==> config.mk <==
export PLATFORM = sky130hd
export DESIGN_NAME = ccbuf_bank
export DESIGN_NICKNAME = d
export VERILOG_FILES = /design/src/rtl/ccbuf_pkg.sv /design/src/rtl/ccbuf_chan.sv /design/src/rtl/ccbuf_aux.sv /design/src/rtl/ccbuf_bank.sv
export SDC_FILE = /design/constraint.sdc
export NUM_CORES = 1
export LEC_CHECK = 0
export BUFFER_PORTS_ARGS = -buffer_cell sky130_fd_sc_hd__buf_2
export CORE_ASPECT_RATIO = 0.6
export CORE_MARGIN = 2
export CORE_UTILIZATION = 44
export CTS_BUF_LIST = sky130_fd_sc_hd__clkbuf_4 sky130_fd_sc_hd__clkbuf_8
export DETAILED_ROUTE_END_ITERATION = 6
export GPL_ROUTABILITY_DRIVEN = 0
export PLACE_DENSITY = 0.7
export REMOVE_ABC_BUFFERS = 1
export SLEW_MARGIN = 20
export SYNTH_ARGS = -nofsm -noshare
export SYNTH_HDL_FRONTEND = slang
export SYNTH_SLANG_ARGS = --single-unit
export TNS_END_PERCENT = 50
==> constraint.sdc <==
create_clock -name clk -period 1.6 [get_ports clk]
set_input_delay 0.48 -clock clk [delete_from_list [all_inputs] [get_ports clk]]
set_output_delay 0.48 -clock clk [all_outputs]
set_load 0.005 [all_outputs]
==> src/rtl/ccbuf_pkg.sv <==
package ccbuf_pkg;
    localparam int NUM_CH  = 6;
    localparam int DATA_W  = 16;
    localparam int STAT_W  = 32;
    localparam int VLD_LSB = 16;
    localparam int CMP_LSB = 24;
    localparam int PER_BIT = 7;
    localparam int PAT_BIT = 5;

    typedef enum logic {
        MODE_CMP = 1'b0,
        MODE_CAP = 1'b1
    } ch_mode_e;

    function automatic logic xfer_now(input logic upd, input logic lock);
        return upd && !lock;
    endfunction
endpackage

==> src/rtl/ccbuf_chan.sv <==
module ccbuf_chan
    import ccbuf_pkg::*;
#(
    parameter int DW = DATA_W
) (
    input  logic          clk,
    input  logic          rst,
    input  ch_mode_e      mode,
    input  logic          lock,
    input  logic          upd,
    input  logic          wr,
    input  logic [DW-1:0] wdata,
    input  logic          cap,
    input  logic [DW-1:0] cnt,
    input  logic          rd,
    input  logic          clr,
    output logic          vld,
    output logic [DW-1:0] act
);
    logic [DW-1:0] pend;
    logic          do_xfer;

    assign do_xfer = xfer_now(upd, lock);

    always_ff @(posedge clk) begin
        if (rst) begin
            pend <= '0;
            act  <= '0;
            vld  <= 1'b0;
        end else if (mode == MODE_CAP) begin
            if (rd && vld) act <= pend;
            if (cap) begin
                pend <= cnt;
                vld  <= 1'b1;
            end else if (rd) begin
                vld  <= 1'b0;
            end
        end else begin
            if (do_xfer && vld) act <= pend;
            if (wr) begin
                pend <= wdata;
                vld  <= 1'b1;
            end else if (do_xfer || (clr && lock)) begin
                vld  <= 1'b0;
            end
        end
    end
endmodule

==> src/rtl/ccbuf_aux.sv <==
module ccbuf_aux
    import ccbuf_pkg::*;
#(
    parameter int DW = DATA_W
) (
    input  logic          clk,
    input  logic          rst,
    input  logic          lock,
    input  logic          upd,
    input  logic          wr,
    input  logic [DW-1:0] wdata,
    input  logic          clr,
    output logic          vld,
    output logic [DW-1:0] act
);
    logic [DW-1:0] pend;
    logic          do_xfer;

    assign do_xfer = xfer_now(upd, lock);

    always_ff @(posedge clk) begin
        if (rst) begin
            pend <= '0;
            act  <= '0;
            vld  <= 1'b0;
        end else begin
            if (do_xfer && vld) act <= pend;
            if (wr) begin
                pend <= wdata;
                vld  <= 1'b1;
            end else if (do_xfer || clr) begin
                vld  <= 1'b0;
            end
        end
    end
endmodule

==> src/rtl/ccbuf_bank.sv <==
module ccbuf_bank
    import ccbuf_pkg::*;
#(
    parameter int NCH = NUM_CH,
    parameter int DW  = DATA_W
) (
    input  logic              clk,
    input  logic              rst,
    input  logic [NCH-1:0]    ch_mode,
    input  logic              lock_upd,
    input  logic              update,
    input  logic [NCH-1:0]    buf_wr,
    input  logic              per_wr,
    input  logic              pat_wr,
    input  logic [DW-1:0]     wr_data,
    input  logic [NCH-1:0]    cap_evt,
    input  logic [DW-1:0]     count,
    input  logic [NCH-1:0]    act_rd,
    input  logic              w1c,
    input  logic [STAT_W-1:0] w1c_mask,
    input  logic [NCH-1:0]    cmp_lvl,
    output logic [STAT_W-1:0] status,
    output logic [NCH*DW-1:0] act_val,
    output logic [DW-1:0]     per_act,
    output logic [DW-1:0]     pat_act
);
    logic [NCH-1:0] ch_vld;
    logic           per_vld;
    logic           pat_vld;

    for (genvar i = 0; i < NCH; i++) begin : g_ch
        ccbuf_chan #(.DW(DW)) i_chan (
            .clk   (clk),
            .rst   (rst),
            .mode  (ch_mode_e'(ch_mode[i])),
            .lock  (lock_upd),
            .upd   (update),
            .wr    (buf_wr[i]),
            .wdata (wr_data),
            .cap   (cap_evt[i]),
            .cnt   (count),
            .rd    (act_rd[i]),
            .clr   (w1c && w1c_mask[VLD_LSB+i]),
            .vld   (ch_vld[i]),
            .act   (act_val[i*DW +: DW])
        );
    end

    ccbuf_aux #(.DW(DW)) i_per (
        .clk   (clk),
        .rst   (rst),
        .lock  (lock_upd),
        .upd   (update),
        .wr    (per_wr),
        .wdata (wr_data),
        .clr   (w1c && w1c_mask[PER_BIT]),
        .vld   (per_vld),
        .act   (per_act)
    );

    ccbuf_aux #(.DW(DW)) i_pat (
        .clk   (clk),
        .rst   (rst),
        .lock  (lock_upd),
        .upd   (update),
        .wr    (pat_wr),
        .wdata (wr_data),
        .clr   (w1c && w1c_mask[PAT_BIT]),
        .vld   (pat_vld),
        .act   (pat_act)
    );

    always_comb begin
        status          = '0;
        status[PER_BIT] = per_vld;
        status[PAT_BIT] = pat_vld;
        for (int i = 0; i < NCH; i++) begin
            status[VLD_LSB+i] = ch_vld[i];
            status[CMP_LSB+i] = cmp_lvl[i];
        end
    end
endmodule

* After elaboration in Yosys (flattened, before gate mapping)
Index checks and enable logic that the tools add are counted.
** Word-level totals
- Bits of input ports :: 101
- Bits in registers :: 264
- Word-level logic and storage cells :: 188
- Output and inout bits :: 160
** Cells by class
- Mux-type cells :: 70
- Reductions and logical operators :: 76
- Eq/ne operators :: 18
** Operators with widths (number)
- 2-to-1 mux 16 bit :: 36
- AND reduction 2 bit :: 18
- 2-to-1 mux 1 bit :: 34
- logical AND 1 bit :: 29
- nonzero test 2 bit :: 14
- inequality test 2 x 1 -> 1 bit, second input constant :: 12
- inequality test 3 x 1 -> 1 bit, second input constant :: 6
- nonzero test 3 bit :: 6
- logical OR 1 bit :: 8
- zero test 1 bit :: 1

* Logic depth before layout (Yosys ltp)
Gate-level depths: netlist of run 1.
- Depth after elaboration :: 6
- Depth in mapped cells :: 7
- Gate-level depth less buffers :: 3

* Cells and area by module
From an unflattened synthesis of run 1, not the netlist that was laid out.
** Unflattened totals
- Cell total of the unflattened synthesis :: 1191
- Area total of the unflattened synthesis :: 11940.2 um^2
** Modules (own cells, without submodules)
- ccbuf_chan :: area each 1537.7 um^2, instances 6, sequential area each 660.6 um^2, cells each 150
- ccbuf_aux :: area each 1232.4 um^2, instances 2, sequential area each 660.6 um^2, cells each 128
- ccbuf_bank :: area each 249.0 um^2, instances 1, sequential area each 0.0 um^2, cells each 35

* Least setup slack after synthesis of run 1
Ideal clock, no wire load.
- Path type :: input to register
- Start :: input lock_upd
- End :: register g_ch[1].i_chan.act[0]
- Stages on the path :: 7
- Path buffers :: 4
- Data arrival time :: 1601 ps
- Required time :: 1528 ps
- Path slack :: -72 ps
- Library setup time :: 72 ps
- Cell sequence :: buf_6 -> nand2b_4 -> buf_6 -> buf_8 -> o21ai_4 -> buf_12 -> mux2i_1
** On the way
- Word-level cells in the longest chain between the ends :: 5
** RTL lines
- start: declaration :: RTL line ccbuf_bank.sv:10 : input logic lock_upd,
- zero test 1 bit :: RTL line ccbuf_pkg.sv:16 : return upd && !lock;
- logical AND 1 bit :: RTL line ccbuf_pkg.sv:16
- logical AND 1 bit :: RTL line ccbuf_chan.sv:39 : if (do_xfer && vld) act <= pend;
- nonzero test 2 bit (no source line)
- AND reduction 2 bit (no source line)
- end signal: assignment :: RTL line ccbuf_chan.sv:31 : if (rd && vld) act <= pend;
- end signal: assignment :: RTL line ccbuf_chan.sv:39
- end: declaration :: RTL line ccbuf_chan.sv:18 : output logic [DW-1:0] act
No other way between the ends.
A chain may end at the register's enable or synchronous reset.

* Worst setup path after layout of run 1
- Start :: register g_ch[2].i_chan.act[5]
- End :: output act_val[37]
** RTL lines
- start: declaration :: RTL line ccbuf_chan.sv:18
- start signal: assignment :: RTL line ccbuf_chan.sv:31
- start signal: assignment :: RTL line ccbuf_chan.sv:39
- end: declaration :: RTL line ccbuf_bank.sv:23 : output logic [NCH*DW-1:0] act_val,
No word-level cell between the ends.

==> metrics list, run 1 <==
- The region available for standard cell placement spans roughly 26000 sq um.
- Std-Cell Rows: 45
- For this design the ratio of total power to cell area is 1076 nW/um^2.
* Remaining antenna violation count: 0
* Data arrival time of the worst path: 1.08 ns
- In this run, synthesis produced a sequential element count of between 200 and 300.
- Combinational family with the most area after synthesis: multiplexers
- Via count of the first global-routing pass: 8573
- For this run, design rule violations remaining after detail routing come to 0.
- Worst clock skew: approximately 0.019 ns
* Global route total overflow: 0
- GRT Util Overall: 0.2440
- Unrepaired setup endpoints after global routing: no
- Together, buffers and inverters on the worst path number 1.
* Sequential fraction of the synthesis area: 0.4570
* Root buffer selected by CTS: sky130_fd_sc_hd__clkbuf_8
- The first routing iteration left 745 violations.
- In the final layout, the multi-input gates occupy approximately 5600 sq um.
* Die ar.: 27640 sq um
- Adder-cell share of the synthesized area: 0
- Clock latency on the worst-skew pair, taken at its later pin, is 0.57 ns.
- Post-Syn Area: between 10000 and 15000 sq um
* Cells along the critical path: buf_2
- Antenna violations before repair: 3
* Crit Path Max Fanout: 2
- Critical setup path kind: flip-flop to output port
- Fmax: approximately 640 MHz
* Worst path max stage delay: 0.38 ns
- For flop-to-flop paths, the worst setup slack is slightly above 0.5 ns.
- TritonCTS built the clock tree.
* Synthesized instance count: 1216
- The sequential cells in the finished layout cover a total of 5305 sq um.
* Worst-path cell with the longest stage delay: sky130_fd_sc_hd__dfxtp_1
- Half-perimeter wire length after detailed placement: 22340 um
* Ratio of final minimum period to clock period: 0.9752
- In this run the mean area of a mapped cell was 9.511 sq um.
- Outcome: completed
- CP Data Required Time: 1.12 ns
- Synth Area in Compound Gates: 0.08958
* Sinks on Clock Net: between 200 and 300
- Height of the die: 129.6 um
* H-tree depth: 2
* Maximum Capacitance Violations: 0
* Clock buffer count from CTS: 41
* Total count of max-transition violations in the final report: 0
* VDD IR max: 0.0007732 V
* Share of the synthesized netlist area taken by xor and xnor gates: 0
* Worst-path clk slew: 0.07 ns
- Io pins: 261
- Detailed Route WL: 34000 um
- The min-delay analysis places its worst path in the category primary input to flip-flop.
- Average detailed-routed wire length per instance: about 19 um
- Number of distinct library cell variants in the gate-level netlist after synthesis: 23
- Length of the first detailed-routing pass in iterations: 5
- Simple logic cell fraction of the synthesized area: 0.1884
- Overall power consumption after layout is estimated at 14810 uW.
- Number of vias in the routed layout: 9189
- At the end of the flow the core is filled with cells to 0.5384.
- Measured against its own limit, the worst slew margin works out to 0.6455.
- The initial utilization of the core area, before any placement, comes to 0.4524.
* Total number of yosys warnings: 0
- Maximum number of pins on one net before global-route repair: 52
- Buffer depth of the longest clock path: 3
* Number of inserted filler cells in the final layout: 2441
- The first global-routing pass estimated approximately 50000 um of wire.
* Shortest period the worst path allows: 1.560 ns
- Summed over all cells, the static leakage comes to 0.005861 uW.
- STA classifies the critical path startpoint as a flip-flop.
- After synthesis, the share of cell area in mux cells is 0.1997.
- The final layout contains 1492 nets.
* Number of setup violations in the final report: 0
* Buffers added on ports: 206
- Measured along the x axis, the die boundary spans 213.3 um.
* Routed vias/inst: 5.186
- Share of cells above drive strength 1: 0.2488
- Endpoint kind of the worst setup timing path: output port
- Area delta synth->final: 19.00%
- Least-Margin Pin Slew: 0.5317 ns
- Cell family with the largest share of critical-path delay: flip-flops
- The final hold violation count was 0.
==> through the flow <==
step,cell area (sq um),hold slack (ns),setup WS [ns],setup TNS (ns),std cells
after CTS,13740,0.1789,0.0005363,0,1771
after global placement,12870,0.4363,-0.04060,-0.5604,1700
after floorplan,10880,0.4251,-0.1008,-6.451,1095
final,13760,0.2172,0.03969,0,1772
after detailed placement,12870,0.4471,-0.07672,-1.513,1700
after global routing,13760,0.2027,0.001962,0,1771
==> repair_timing <==
item,4_1_cts,5_1_grt
buffers inserted,0,0
gates resized for setup,5,13
hold endpoints to repair,0,0
hold buffers,0,0
setup endpoints to repair,5,12
==> final cells by class <==
class / count / area share
multi-input combinational: 831 / 0.4063
tap: 352 / 0.03200
timing repair buffer: 253 / 0.1134
antenna: 1 / 0.0001818
clock buffer: 64 / 0.05991
clock inverter: 7 / 0.002728
sequential: 264 / 0.3855
==> routing by layer <==
layer  part of all wire  vias to the layer above  track usage  wire length (um)
li1                   -                     4421            -                 -
met1               0.49                     4386       0.3619             16810
met2               0.40                      328       0.3401             13510
met3              0.087                       52      0.06835              2946
met4              0.021                        2      0.07271               717
met5            0.00038                        -            0                13
==> where the power goes <==
part           internal [uW]  switching, uW
clock                   3270           2690
combinational            737           1010
sequential              6910            184
==> placed cells by master (no fill, tap or decap) <==
cell	count
sky130_fd_sc_hd__nand3b_1	2
sky130_fd_sc_hd__diode_2	1
sky130_fd_sc_hd__mux2_2	6
sky130_fd_sc_hd__buf_12	13
sky130_fd_sc_hd__clkbuf_4	9
sky130_fd_sc_hd__buf_2	203
sky130_fd_sc_hd__nand2b_1	198
sky130_fd_sc_hd__clkbuf_8	56
sky130_fd_sc_hd__clkinvlp_4	1
sky130_fd_sc_hd__conb_1	18
sky130_fd_sc_hd__nand3_1	18
sky130_fd_sc_hd__a31oi_1	2
sky130_fd_sc_hd__dfxtp_2	16
sky130_fd_sc_hd__and3b_1	2
sky130_fd_sc_hd__o21ai_4	2
sky130_fd_sc_hd__mux2i_1	224
sky130_fd_sc_hd__a21oi_1	38
sky130_fd_sc_hd__nand2b_4	1
sky130_fd_sc_hd__nor2_1	148
sky130_fd_sc_hd__nand2_1	66
sky130_fd_sc_hd__o21ai_2	4
sky130_fd_sc_hd__a211oi_1	102
sky130_fd_sc_hd__clkinv_2	6
sky130_fd_sc_hd__buf_4	36
sky130_fd_sc_hd__dfxtp_1	248
==> Yosys cell counts <==
cell type | number | share of area
sky130_fd_sc_hd__dfxtp_1 | 264 | 0.46
sky130_fd_sc_hd__nand3b_1 | 2 | 0.0013
sky130_fd_sc_hd__conb_1 | 1 | 0.00032
sky130_fd_sc_hd__a31oi_1 | 2 | 0.0011
sky130_fd_sc_hd__a21oi_1 | 38 | 0.016
sky130_fd_sc_hd__nor2_1 | 148 | 0.048
sky130_fd_sc_hd__nand2b_1 | 198 | 0.11
sky130_fd_sc_hd__buf_4 | 32 | 0.021
sky130_fd_sc_hd__clkbuf_1 | 65 | 0.021
sky130_fd_sc_hd__o21ai_4 | 2 | 0.0028
sky130_fd_sc_hd__buf_1 | 12 | 0.0039
sky130_fd_sc_hd__nand3_1 | 18 | 0.0078
sky130_fd_sc_hd__buf_12 | 2 | 0.0035
sky130_fd_sc_hd__buf_2 | 20 | 0.0087
sky130_fd_sc_hd__and3b_1 | 2 | 0.0015
sky130_fd_sc_hd__buf_8 | 1 | 0.0013
sky130_fd_sc_hd__nand2b_4 | 1 | 0.0012
sky130_fd_sc_hd__a211oi_1 | 102 | 0.066
sky130_fd_sc_hd__o21ai_2 | 4 | 0.0030
sky130_fd_sc_hd__buf_6 | 6 | 0.0058
sky130_fd_sc_hd__mux2i_1 | 224 | 0.19
sky130_fd_sc_hd__mux2_2 | 6 | 0.0058
sky130_fd_sc_hd__nand2_1 | 66 | 0.021
==> logic make-up (layout without fill, tap and decap cells) <==
group / count (synthesis) / after routing
AOI/OAI and AO/OA: 148 / 148
other: 1 / 19
and+or+nand+nor: 435 / 435
muxes: 230 / 230
buffers and inverters: 138 / 324
DFF: 264 / 264
==> sequential cells by signal, summed over array words and instances (netlist names), 6 cells and up <==
name and count:
g_ch.i_chan.act 96, g_ch.i_chan.pend 96, i_pat.act 16, i_pat.pend 16
i_per.act 16, i_per.pend 16, g_ch.i_chan.vld 6
==> path summary, 6_finish.rpt <==
kind,cells past startpoint,endpoint,startpoint
setup / recovery,1,act_val[37],g_ch[2].i_chan.act[5]
hold / removal,4,g_ch[2].i_chan.vld,buf_wr[2]
setup reg to reg,4,g_ch[3].i_chan.act[7],g_ch[3].i_chan.vld
hold reg to reg,2,i_per.act[4],i_per.act[4]
Note: power is estimated with default switching activity, not from simulation.
==> inputs of run 2 (changes only) <==
BUFFER_PORTS_ARGS = -buffer_cell sky130_fd_sc_hd__clkbuf_2   (was -buffer_cell sky130_fd_sc_hd__buf_2)
CORE_UTILIZATION = 40   (was 44)
PLACE_DENSITY = default   (was 0.7)
==> metrics list, run 2 (synthesis results as in run 1) <==
- The largest registers in the layout are g_ch.i_chan.act: 96 flops, g_ch.i_chan.pend: 96 flops.
- The final hold violation count is 0.
- Setup repair after global routing left no endpoint under its margin.
- Placeable core region: 28590 sq um
- Crit Path Max Fanout: 2
- Summing all placed instances gives a cell area of 12970 sq um.
- Detailed Route WL: 34850 um
- Maximum Capacitance Violations: 0
* Endpoint kind of the worst setup timing path: output port
- In this run, the number of DRC markers left after iteration 0 of detailed routing was 614.
- Starting density of the core: 0.4045
- The worst setup path is launched from a flip-flop.
- For the pin with the worst max-slew slack, the measured transition is between 0.6 and 0.7 ns.
- Hold WC Path Type: primary input to flip-flop
- The worst register-to-register path begins at g_ch[1].i_chan.vld.
* Die ar.: between 30000 and 40000 sq um
- The setup path with the least slack is of type flip-flop to output port.
- Setup violations remaining at the end of the flow were counted as 0.
* Clock tree from TritonCTS: yes
* Cell count of the worst reg-to-reg path: 4
* Clock buffer count from CTS: 41
- Summing all multi-input logic gate instances after layout gives ~5600 sq um.
- IR analysis of the VDD net gives a maximum drop of 0.0005701 V.
- Clk Latency, worst-skew pair: between 0.5 and 0.6 ns
- Remaining antenna violation count: 0
* Buffers added on ports: 206
* Worst path max stage delay: 0.38 ns
- Final Hold Slack: 0.2229 ns
- Area used by sequential logic in the layout: 5293 sq um
- Launch point of the worst hold path: buf_wr[2]
- The first detailed-routing pass took 5 iterations.
* Number of vias in the routed layout: 9027
* Width of the chip: 223.5 um
* Cell family with the largest share of critical-path delay: flip-flops
- Walking the worst path, the cells encountered are clkbuf_2.
- The area growth from synthesis to layout is 19.66%.
- The endpoint identified for the worst register-to-register timing path is g_ch[1].i_chan.act[5].
- The net count of the finished layout is 1488.
- Power spread over the standard cell area amounts to 1076 nW/um^2.
- Ratio of final minimum period to clock period: 0.9702
- Reg-to-reg setup timing slack: 0.45 ns
- The die is 135.7 um tall.
- Data arrival time of the worst path: 1.07 ns
- Leakage dissipation: 0.005770 uW
- Entering global routing, the biggest net connects 69 pins.
* Io pins: 261
* Worst-path cell with the longest stage delay: sky130_fd_sc_hd__dfxtp_1
- Overall power consumption after layout is estimated at 14890 uW.
- The clock passes through at most 3 buffers.
- Fmax: 644.2 MHz
- Remaining max-slew budget at the tightest pin: 0.5958
- Most used cells in the layout excluding fill and tap cells: 258 x sky130_fd_sc_hd__dfxtp_1, 224 x sky130_fd_sc_hd__mux2i_1, 205 x sky130_fd_sc_hd__clkbuf_2
- The number of antenna diodes in the final layout is 0.
- Once the clock tree was built, the setup fixing pass inserted 0 buffers.
- Across every metal layer, demand over resource in global routing totals 0.2249.
* Number of inserted filler cells in the final layout: 2780
- The via count of the first global-routing pass was about 8500.
- The worst hold path passes through 4 cells.
- After legalization and detailed placement, the total HPWL measured 22830 um.
- Average detailed-routed wire length per instance: between 15 and 20 um
- CP Data Required Time: 1.12 ns
* Sinks on Clock Net: 264
* Global route total overflow: 0
- Leading cell type in the layout, fill and taps excluded: sky130_fd_sc_hd__dfxtp_1
- Number of DRC violations after detailed routing: 0
* Antenna violations before repair: 0
- The run finished with clean final reports.
- Share of cells above drive strength 1: 0.2390
- The floorplan has 48 rows.
* Global-route wire length before repair: roughly 51000 um
- Shortest period the worst path allows: 1.552 ns
- Worst-path clk slew: 0.07 ns
- Cts-stage hold buffer count: 0
- In this run the number of H-tree levels came out at 2.
* Worst clock skew: 0.01806 ns
- Setup_tns: 0 ns
- Post-Layout Inst Area: 13840 sq um
- Buffers & Inverters on Critical Path: 1
- Root buffer selected by CTS: sky130_fd_sc_hd__clkbuf_8
* Routed vias/inst: 5.046
- The total count of max-transition violations in the final report was 0.
- Hold path endpoint: g_ch[2].i_chan.vld
==> run 2: changes by cell type in the layout (fill, tap and decap cells not counted), moves of 8 or more <==
| cell | previous run | this run |
|---|---|---|
| sky130_fd_sc_hd__dfxtp_1 | 248 | 258 |
| sky130_fd_sc_hd__buf_2 | 203 | 0 |
| sky130_fd_sc_hd__clkbuf_2 | 0 | 205 |
| sky130_fd_sc_hd__dfxtp_2 | 16 | 6 |
| sky130_fd_sc_hd__buf_12 | 13 | 21 |
| sky130_fd_sc_hd__buf_4 | 36 | 22 |
==> run 2: layout make-up <==
cell class / count / area share
clock inverter: 4 / 0.001447
clock buffer: 66 / 0.06067
tap: 375 / 0.03391
timing repair buffer: 249 / 0.1175
multi-input combinational: 831 / 0.4041
sequential: 264 / 0.3825
==> run 2: report_power, final <==
group | leakage, uW | total (uW) | internal [uW] | switching [uW]
clock network | 0.000462 | 6020 | 3310 | 2710
registers | 0.00216 | 7100 | 6910 | 183
logic | 0.00314 | 1770 | 751 | 1020
==> run 2: how the worst max path moves through the flow <==
stage	startpoint	end	cells after the start
2_1_floorplan	lock_upd	g_ch[0].i_chan.act[0]	3
3_3_place_gp	lock_upd	g_ch[4].i_chan.act[6]	5
3_5_place_dp	lock_upd	g_ch[4].i_chan.act[7]	5
4_1_cts	g_ch[2].i_chan.vld	status[18]	1
5_1_grt	g_ch[0].i_chan.act[3]	act_val[3]	1
6_report	g_ch[4].i_chan.act[7]	act_val[71]	1
==> run 2: timing repair <==
action                     CTS  global route
gates resized for setup      3             3
setup endpoints to repair    3             3
pin swaps                    0             0
==> run 2: per-layer routing <==
layer	wire [um]	track usage
met4	439	0.04889
met3	2451	0.05986
met2	14370	0.3278
met5	0	0
met1	17580	0.3302
==> run 2: stage by stage <==
| step | cells | worst slack [ns] | utilization |
|---|---|---|---|
| 6_report | 1789 | 0.04761 | 0.4841 |
| 4_1_cts | 1789 | 0.008969 | 0.4839 |
| 5_1_grt | 1789 | 0.001266 | 0.4841 |
| 3_5_place_dp | 1719 | -0.04532 | 0.4537 |
| 3_3_place_gp | 1719 | -0.005217 | 0.4537 |
| 2_1_floorplan | 1095 | -0.1008 | - |
